### src/rtl/mod_onehot_seq_pkg.sv
package mod_onehot_seq_pkg;
  localparam int CODE_W = 4;
  localparam int PHASES = 4;

  typedef enum logic [CODE_W-1:0] {
    PH_FIRST  = 4'b0000,
    PH_SECOND = 4'b0011,
    PH_THIRD  = 4'b0101,
    PH_FOURTH = 4'b1001
  } phaseT;

  typedef struct packed {
    logic clear;
    logic load;
    logic step;
  } seqStrobeT;

  function automatic logic codeIsLegal(input logic [CODE_W-1:0] c);
    return (c == PH_FIRST) || (c == PH_SECOND) || (c == PH_THIRD) || (c == PH_FOURTH);
  endfunction

  function automatic logic [CODE_W-1:0] succCode(input logic [CODE_W-1:0] c);
    logic [CODE_W-1:0] n;
    case (c)
      PH_FIRST:  n = PH_SECOND;
      PH_SECOND: n = PH_THIRD;
      PH_THIRD:  n = PH_FOURTH;
      default:   n = PH_FIRST;
    endcase
    return n;
  endfunction
endpackage

### src/rtl/mod_onehot_seq_ctrl.sv
module mod_onehot_seq_ctrl
  import mod_onehot_seq_pkg::*;
(
  input  logic      clk,
  input  logic      rstSync,
  input  logic      advance,
  input  logic      testLoad,
  input  logic      legalNow,
  output seqStrobeT strobes
);
  // Priority: reset, then test load, then illegal recovery, then step.
  always_comb begin
    strobes.clear = rstSync || (!testLoad && !legalNow);
    strobes.load  = !rstSync && testLoad;
    strobes.step  = !rstSync && !testLoad && legalNow && advance;
  end

  // strobes never conflict
  a_r8_strobe_exclusive: assert property (@(posedge clk)
    $countones({strobes.clear, strobes.load, strobes.step}) <= 1);
endmodule

### src/rtl/mod_onehot_seq_path.sv
module mod_onehot_seq_path
  import mod_onehot_seq_pkg::*;
(
  input  logic              clk,
  input  seqStrobeT         strobes,
  input  logic [CODE_W-1:0] loadValue,
  output logic [CODE_W-1:0] codeOut,
  output logic [PHASES-1:0] flagsOut,
  output logic              legalOut
);
  // Power-up value doubles as the first phase.
  logic [CODE_W-1:0] codeReg = PH_FIRST;

  always_ff @(posedge clk) begin
    if (strobes.clear)     codeReg <= PH_FIRST;
    else if (strobes.load) codeReg <= loadValue;
    else if (strobes.step) codeReg <= succCode(codeReg);
  end

  // Single-bit decode: phase 0 is bit 0 low, phase k is bit k high.
  always_comb begin
    flagsOut[0] = ~codeReg[0];
    for (int k = 1; k < PHASES; k++) flagsOut[k] = codeReg[k];
  end

  assign codeOut  = codeReg;
  assign legalOut = codeIsLegal(codeReg);

  a_r3_first_to_second: assert property (@(posedge clk) disable iff (strobes.clear && strobes.load)
    (codeReg == 4'b0000 && strobes.step) |=> codeReg == 4'b0011);
  a_r3_second_to_third: assert property (@(posedge clk)
    (codeReg == 4'b0011 && strobes.step) |=> codeReg == 4'b0101);
  a_r3_third_to_fourth: assert property (@(posedge clk)
    (codeReg == 4'b0101 && strobes.step) |=> codeReg == 4'b1001);
  a_r3_fourth_wraps: assert property (@(posedge clk)
    (codeReg == 4'b1001 && strobes.step) |=> codeReg == 4'b0000);
  a_r4_hold_idle: assert property (@(posedge clk)
    !(strobes.clear || strobes.load || strobes.step) |=> $stable(codeReg));
  a_r6_single_flag: assert property (@(posedge clk)
    legalOut |-> $countones(flagsOut) == 1);
  a_r8_load_value: assert property (@(posedge clk)
    strobes.load |=> codeReg == $past(loadValue));
endmodule

### src/rtl/mod_onehot_seq.sv
module mod_onehot_seq
  import mod_onehot_seq_pkg::*;
(
  input  logic              clk,
  input  logic              rstSync,
  input  logic              advance,
  input  logic              testLoad,
  input  logic [CODE_W-1:0] testValue,
  output logic [CODE_W-1:0] stateCode,
  output logic [PHASES-1:0] stateFlags,
  output logic              illegalCode
);
  seqStrobeT strobes;
  logic      legalNow;

  mod_onehot_seq_ctrl u_ctrl (
    .clk      (clk),
    .rstSync  (rstSync),
    .advance  (advance),
    .testLoad (testLoad),
    .legalNow (legalNow),
    .strobes  (strobes)
  );

  mod_onehot_seq_path u_path (
    .clk       (clk),
    .strobes   (strobes),
    .loadValue (testValue),
    .codeOut   (stateCode),
    .flagsOut  (stateFlags),
    .legalOut  (legalNow)
  );

  assign illegalCode = !legalNow;

  a_r2_reset_clears: assert property (@(posedge clk)
    rstSync |=> stateCode == 4'b0000);
  a_r5_recover: assert property (@(posedge clk) disable iff (rstSync)
    (illegalCode && !testLoad) |=> stateCode == 4'b0000);
  a_r7_recover_clears_flag: assert property (@(posedge clk) disable iff (rstSync)
    (illegalCode && !testLoad) |=> !illegalCode);
endmodule

### config.mk
export PLATFORM = sky130hd
export DESIGN_NAME = mod_onehot_seq
export DESIGN_NICKNAME = d
export VERILOG_FILES = /design/src/rtl/mod_onehot_seq_pkg.sv /design/src/rtl/mod_onehot_seq_ctrl.sv /design/src/rtl/mod_onehot_seq_path.sv /design/src/rtl/mod_onehot_seq.sv
export SDC_FILE = /design/constraint.sdc
export NUM_CORES = 1
export LEC_CHECK = 0
export ABC_AREA = 0
export BUFFER_PORTS_ARGS = -buffer_cell sky130_fd_sc_hd__buf_2
export CELL_PAD_IN_SITES_DETAIL_PLACEMENT = 2
export CELL_PAD_IN_SITES_GLOBAL_PLACEMENT = 2
export CORE_UTILIZATION = 22
export DETAILED_ROUTE_END_ITERATION = 12
export PLACE_DENSITY = 0.71
export SYNTH_ARGS = -nofsm -noshare
export SYNTH_HDL_FRONTEND = slang
export SYNTH_SLANG_ARGS = --single-unit
### constraint.sdc
create_clock -name clk -period 1.9 [get_ports clk]
set_input_delay 0.095 -clock clk [delete_from_list [all_inputs] [get_ports clk]]
set_output_delay 0.095 -clock clk [all_outputs]
set_load 0.01 [all_outputs]
# --- After elaboration in Yosys (flattened, before gate mapping) ---
# Index checks and enable logic that the tools add are counted.
op_classes:
  n_eq_ne: 3
  n_mux: 3
  n_bitwise: 1
  reduce_logical: 14
ops:
  columns: ["cell", "count"]
  rows:
  - ["4-bit case mux with 3 select lines", 1]
  - ["4-bit two-way mux", 2]
  - ["1-bit logical AND", 5]
  - ["4-bit by 2-bit equality test with 1-bit output (second input constant)", 1]
  - ["4-bit by 3-bit equality test with 1-bit output (second input constant)", 1]
  - ["4-bit equality test (second input constant)", 1]
  - ["4-bit logical NOT", 1]
  - ["1-bit logical OR", 4]
  - ["1-bit logical NOT", 3]
  - ["2-bit nonzero test", 1]
  - ["1-bit inverter", 1]
totals:
  regBits: 4
  input_bits: 8
  out_inout_bits: 9
  word_cells: 22

# --- Depth between registers and ports, before layout ---
depth:
  word_depth: 8
  depth_mapped: 4
  depth_no_buf: 3

# --- Hierarchy ---
# From an unflattened synthesis, not the netlist that was laid out.
hier_totals:
  hier_cells: 45
  area_unflattened_um2: 355.3
by_module_without_submodules:
  columns: ["mod", "instances", "cells_per_inst", "area_per_inst_um2", "seq_area_each_um2"]
  rows:
  - ["mod_onehot_seq_path", 1, 41, 322.8, 80.1]
  - ["mod_onehot_seq_ctrl", 1, 3, 28.8, 0.0]
  - ["mod_onehot_seq", 1, 1, 3.8, 0.0]

# --- Worst setup path after synthesis ---
# OpenSTA, ideal clock, no wires.
synth_timing:
  path_type: "register to register"
  from: "reg u_path.codeReg[3] (netlist: u_path.codeOut[3])"
  to: "reg u_path.codeReg[3] (netlist: u_path.codeOut[3])"
  setup_time_ns: 0.066
  t_arrival_ns: 1.406
  t_required_ns: 1.834
  path_slack_ns: 0.428
  path_stages_with_launch: 5
  n_path_buf: 1
  period_less_slack_ns: 1.472
  cell_sequence: "dfxtp_1 > buf_4 > or3b_1 > a2111o_1 > a21oi_2"
synth_between:
  elab_chain_cells: 7
  elab_cells_between_ends: 16
  classes_between: "3 x eq/ne; 3 x mux; 10 x reduce/logical"
synth_rtl:
  columns: ["item", "line", "text"]
  rows:
  - ["start: declaration", "mod_onehot_seq_path.sv:12", "logic [CODE_W-1:0] codeReg = PH_FIRST;"]
  - ["start signal: assignment", "mod_onehot_seq_path.sv:16", "else if (strobes.load) codeReg <= loadValue;"]
  - ["start signal: assignment", "mod_onehot_seq_path.sv:17", "else if (strobes.step) codeReg <= succCode(codeReg);"]
  - ["4-bit by 2-bit equality test with 1-bit output or 4-bit logical NOT (tied branches)", "mod_onehot_seq_pkg.sv:19, mod_onehot_seq_pkg.sv:24", null]
  - ["1-bit logical OR (3 in a row)", "mod_onehot_seq_pkg.sv:19", "return (c == PH_FIRST) || (c == PH_SECOND) || (c == PH_THIRD) || (c == PH_FOURTH);"]
  - ["1-bit logical AND or 1-bit logical NOT (tied branches)", "mod_onehot_seq_ctrl.sv:15, mod_onehot_seq_ctrl.sv:13", null]
  - ["1-bit logical AND, on equally long branches", "mod_onehot_seq_ctrl.sv:15, mod_onehot_seq_ctrl.sv:13", null]
  - ["2-bit nonzero test (no source line) or 1-bit logical OR (tied branches)", null, null]
# Several ways; a longest one is shown, not always the timed one. The select of a mux whose other input is x is not followed.
# A chain may end at the register's enable or synchronous reset.

# --- Worst setup path after layout ---
layout_timing:
  from: "reg u_path.codeReg[1] (netlist: u_path.codeOut[1])"
  to: "out illegalCode"
layout_between:
  elab_chain_cells: 5
  elab_cells_between_ends: 8
  classes_between: "3 x eq/ne; 5 x reduce/logical"
layout_rtl:
  columns: ["item", "line", "text"]
  rows:
  - ["4-bit by 2-bit equality test with 1-bit output or 4-bit logical NOT (tied branches)", "mod_onehot_seq_pkg.sv:19", null]
  - ["1-bit logical OR (2 in a row)", "mod_onehot_seq_pkg.sv:19", null]
  - ["1-bit logical OR (*)", "mod_onehot_seq_pkg.sv:19", null]
  - ["1-bit logical NOT (*)", "mod_onehot_seq.sv:34", "assign illegalCode = !legalNow;"]
  - ["end: declaration", "mod_onehot_seq.sv:11", "output logic illegalCode"]
# Mark *: on every way between the ends. The rest lies on a longest branch, timed or not.

==> summary.md <==
| Metric | Value |
|---|---|
| Crit path kind | reg2out |
| Buf/Inv on CP | 2 |
| RSZ-0062 raised after global routing | no |
| Critical Path Slowest Stage Cell | dfxtp_1 |
| DP Area | slightly below 400 um2 |
| Hold_ws | between 0.06 and 0.07 ns |
| First-pass GRT wire length | between 1000 and 1500 um |
| CTS tree | yes |
| Mapped cell area | ~340 um2 |
| Worst path top cell family by delay | flip-flops |
| Max-cap viol count | 0 |
| Routed via count | ~340 |
| Port bufs | 16 |
| Fmax | approximately 650 MHz |
| Setup WS post-layout | approximately 0.36 ns |
| Die width | approximately 41 um |
| # IOs | 17 |
| Crit Path Max Fanout | 9 |
| Residual DRC | 0 |
| Number of global-route vias before repair | 320 |
| Mapped Cells | a little over 40 |
| Num CTS Buffers | 3 |
| Number of enable flip-flop cells after synthesis | 0 |
| Slew HR | 72.1% |
| Final Cell Area | 413 um2 |
| Final Hold Viols | 0 |
| Final HPWL DP | about 670 um |
| Pre-CTS setup slack | between 0.3 and 0.4 ns |
| Crit path time final | about 1.5 ns |
| Later-pin clock latency in the skew report | 0.24 ns |
| 1st-iter DRT viols | 0 |
| Clock Pin Slew Worst Setup and Hold Paths | about 0.04 ns |
| Final Net Count | 64 |
| Status | complete, no violations |
| Synth top cells by count | buf_4 (5), a21oi_1 (4), dfxtp_1 (4), nand3b_1 (4) |
| Pre-Repair DR Iteration Count | 1 |
| Worst EP required | around 1.8 ns |
| Yosys top cell area share | between 20% and 30% |
| Die height | ~41 um |
| Initial antenna violation count | 0 |
| Top-count cell post-synth | buf_4 |
| Top_reg_cell synth | dfxtp_1 |
| Peak supply drop | 0.264 mV |
| Remaining Overflow, GRT | 0 |
| Dpl cells | 66 |
| Yosys cell types | 21 |
| Largest stage delay, worst path | between 0.4 and 0.5 ns |
| Asr flop ratio synth | 0% |
| CTS sink count | 4 |
| All-Layer GR Usage | 14.6% |
| Cell Chain, Critical Path | inv_1 > nor4_1 > a21oi_1 > buf_2 |
| Detail Route Antenna Nets | 0 |
| Hold-fix buffers at CTS | 0 |
| Antenna fix cells | 0 |
| H-tree depth | 1 |
| Clock root cell | clkbuf_4 |
| Period utilization | roughly 81% |
| Synth area leader | dfxtp_1 |
| Final Skew | 0.00335 ns |
| Slew Limit Fails | 0 |
| Fin cells | 69 |
| Worst Hold Class | in2reg |
| Syn avg cell area | 8.24 um2 |
| Synth area leaders | dfxtp_1 (24%), buf_4 (11%), nand3b_1 (8.9%) |
| Pwr dens | about 640 nW/um2 |
| Via/cell ratio | between 4 and 5 |
| Resize count post-CTS | 0 |
| Seq/Total Area, Yosys | a little under a quarter |
| Maximum root-to-sink buffer count | 2 |
| Layout Area Growth over Synthesis | 22.2% |
| Largest register FFs | 4 |
| Setup crit start kind | register |
| Synth warnings | 0 |
| Total core area | roughly 1400 um2 |
| Setup TNS | 0 ns |
| Starting Density | between 20% and 30% |
| CP arrival | approximately 1.5 ns |
| Largest net degree at the start of global routing | 14 |
| GP Congestion | 0.584 |
| WL/cell | approximately 13 um |
| Syn Nets | 49 |
| Share of layout cells above drive strength 1 | between 30 and 40% |
| Static leakage | ~0.00018 uW |
| CP endpoint kind | output pin |
| Final Setup Violations | 0 |
| Final WL | ~900 um |
| Setup bufs post-CTS | 0 |
| Worst slew pin tran | roughly 0.41 ns |
| Row cnt | 13 |
| Die ar. | roughly 1700 um2 |
| Filler instances | 172 |
| Post-synthesis register bit count | 4 |
-- stage by stage --
step / util (%) / total power [uW]
finish: 30.2 / 266
floorplan: - / 143
CTS: 30.2 / 277
detailed placement: 28.6 / 164
global route: 30.2 / 289
global placement: 28.6 / 162
-- placed cells by master (no fill, tap or decap), types with 2 or more instances in the layout --
master / n
clkbuf_4: 3
buf_2: 16
o21ai_1: 2
or3b_1: 2
inv_1: 3
dfxtp_1: 4
nand2_1: 3
nand3b_1: 4
a2111o_1: 2
a21oi_1: 4
-- cell families after synthesis --
logic type | Yosys count | share of synthesized area (%)
flops | 4 | 23.7
xor+xnor | 1 | 2.59
buf+inv | 10 | 19.3
simple gates | 15 | 31.9
compound gates | 11 | 22.6
-- report_power, final --
group	internal, uW	switching, uW	total [uW]
clock network	70.6	34.4	105
logic	29.4	31.6	61.0
registers	89.6	10.5	100
-- layout make-up --
cell class / count / area [um2] / share of cell area, %
Clock buffer: 3 / 22.5 / 5.45
Inverter: 3 / 11.3 / 2.73
Multi-Input combinational cell: 27 / 193 / 46.7
Sequential cell: 4 / 80.1 / 19.4
Tap cell: 15 / 18.8 / 4.55
Timing Repair Buffer: 17 / 87.6 / 21.2
-- layer usage --
metal  vias to the layer above  global-route usage [%]  share of wire (%)
li1                        173                       -                  -
met1                       155                    18.0                 49
met2                        12                    21.1                 45
met3                         2                    3.26                5.5
met4                         0                    12.1               0.80
met5                         -                       0                  0
-- worst paths after layout --
path | start | end | slack [ns] | cells after the start
setup / recovery | u_path.codeOut[1] | illegalCode | 0.36 | 4
hold / removal | rstSync | u_path.codeOut[3] | 0.07 | 2
setup reg to reg | u_path.codeOut[2] | u_path.codeOut[2] | 0.37 | 3
hold reg to reg | u_path.codeOut[3] | u_path.codeOut[3] | 0.70 | 3
Note: power is estimated with default switching activity, not from simulation.
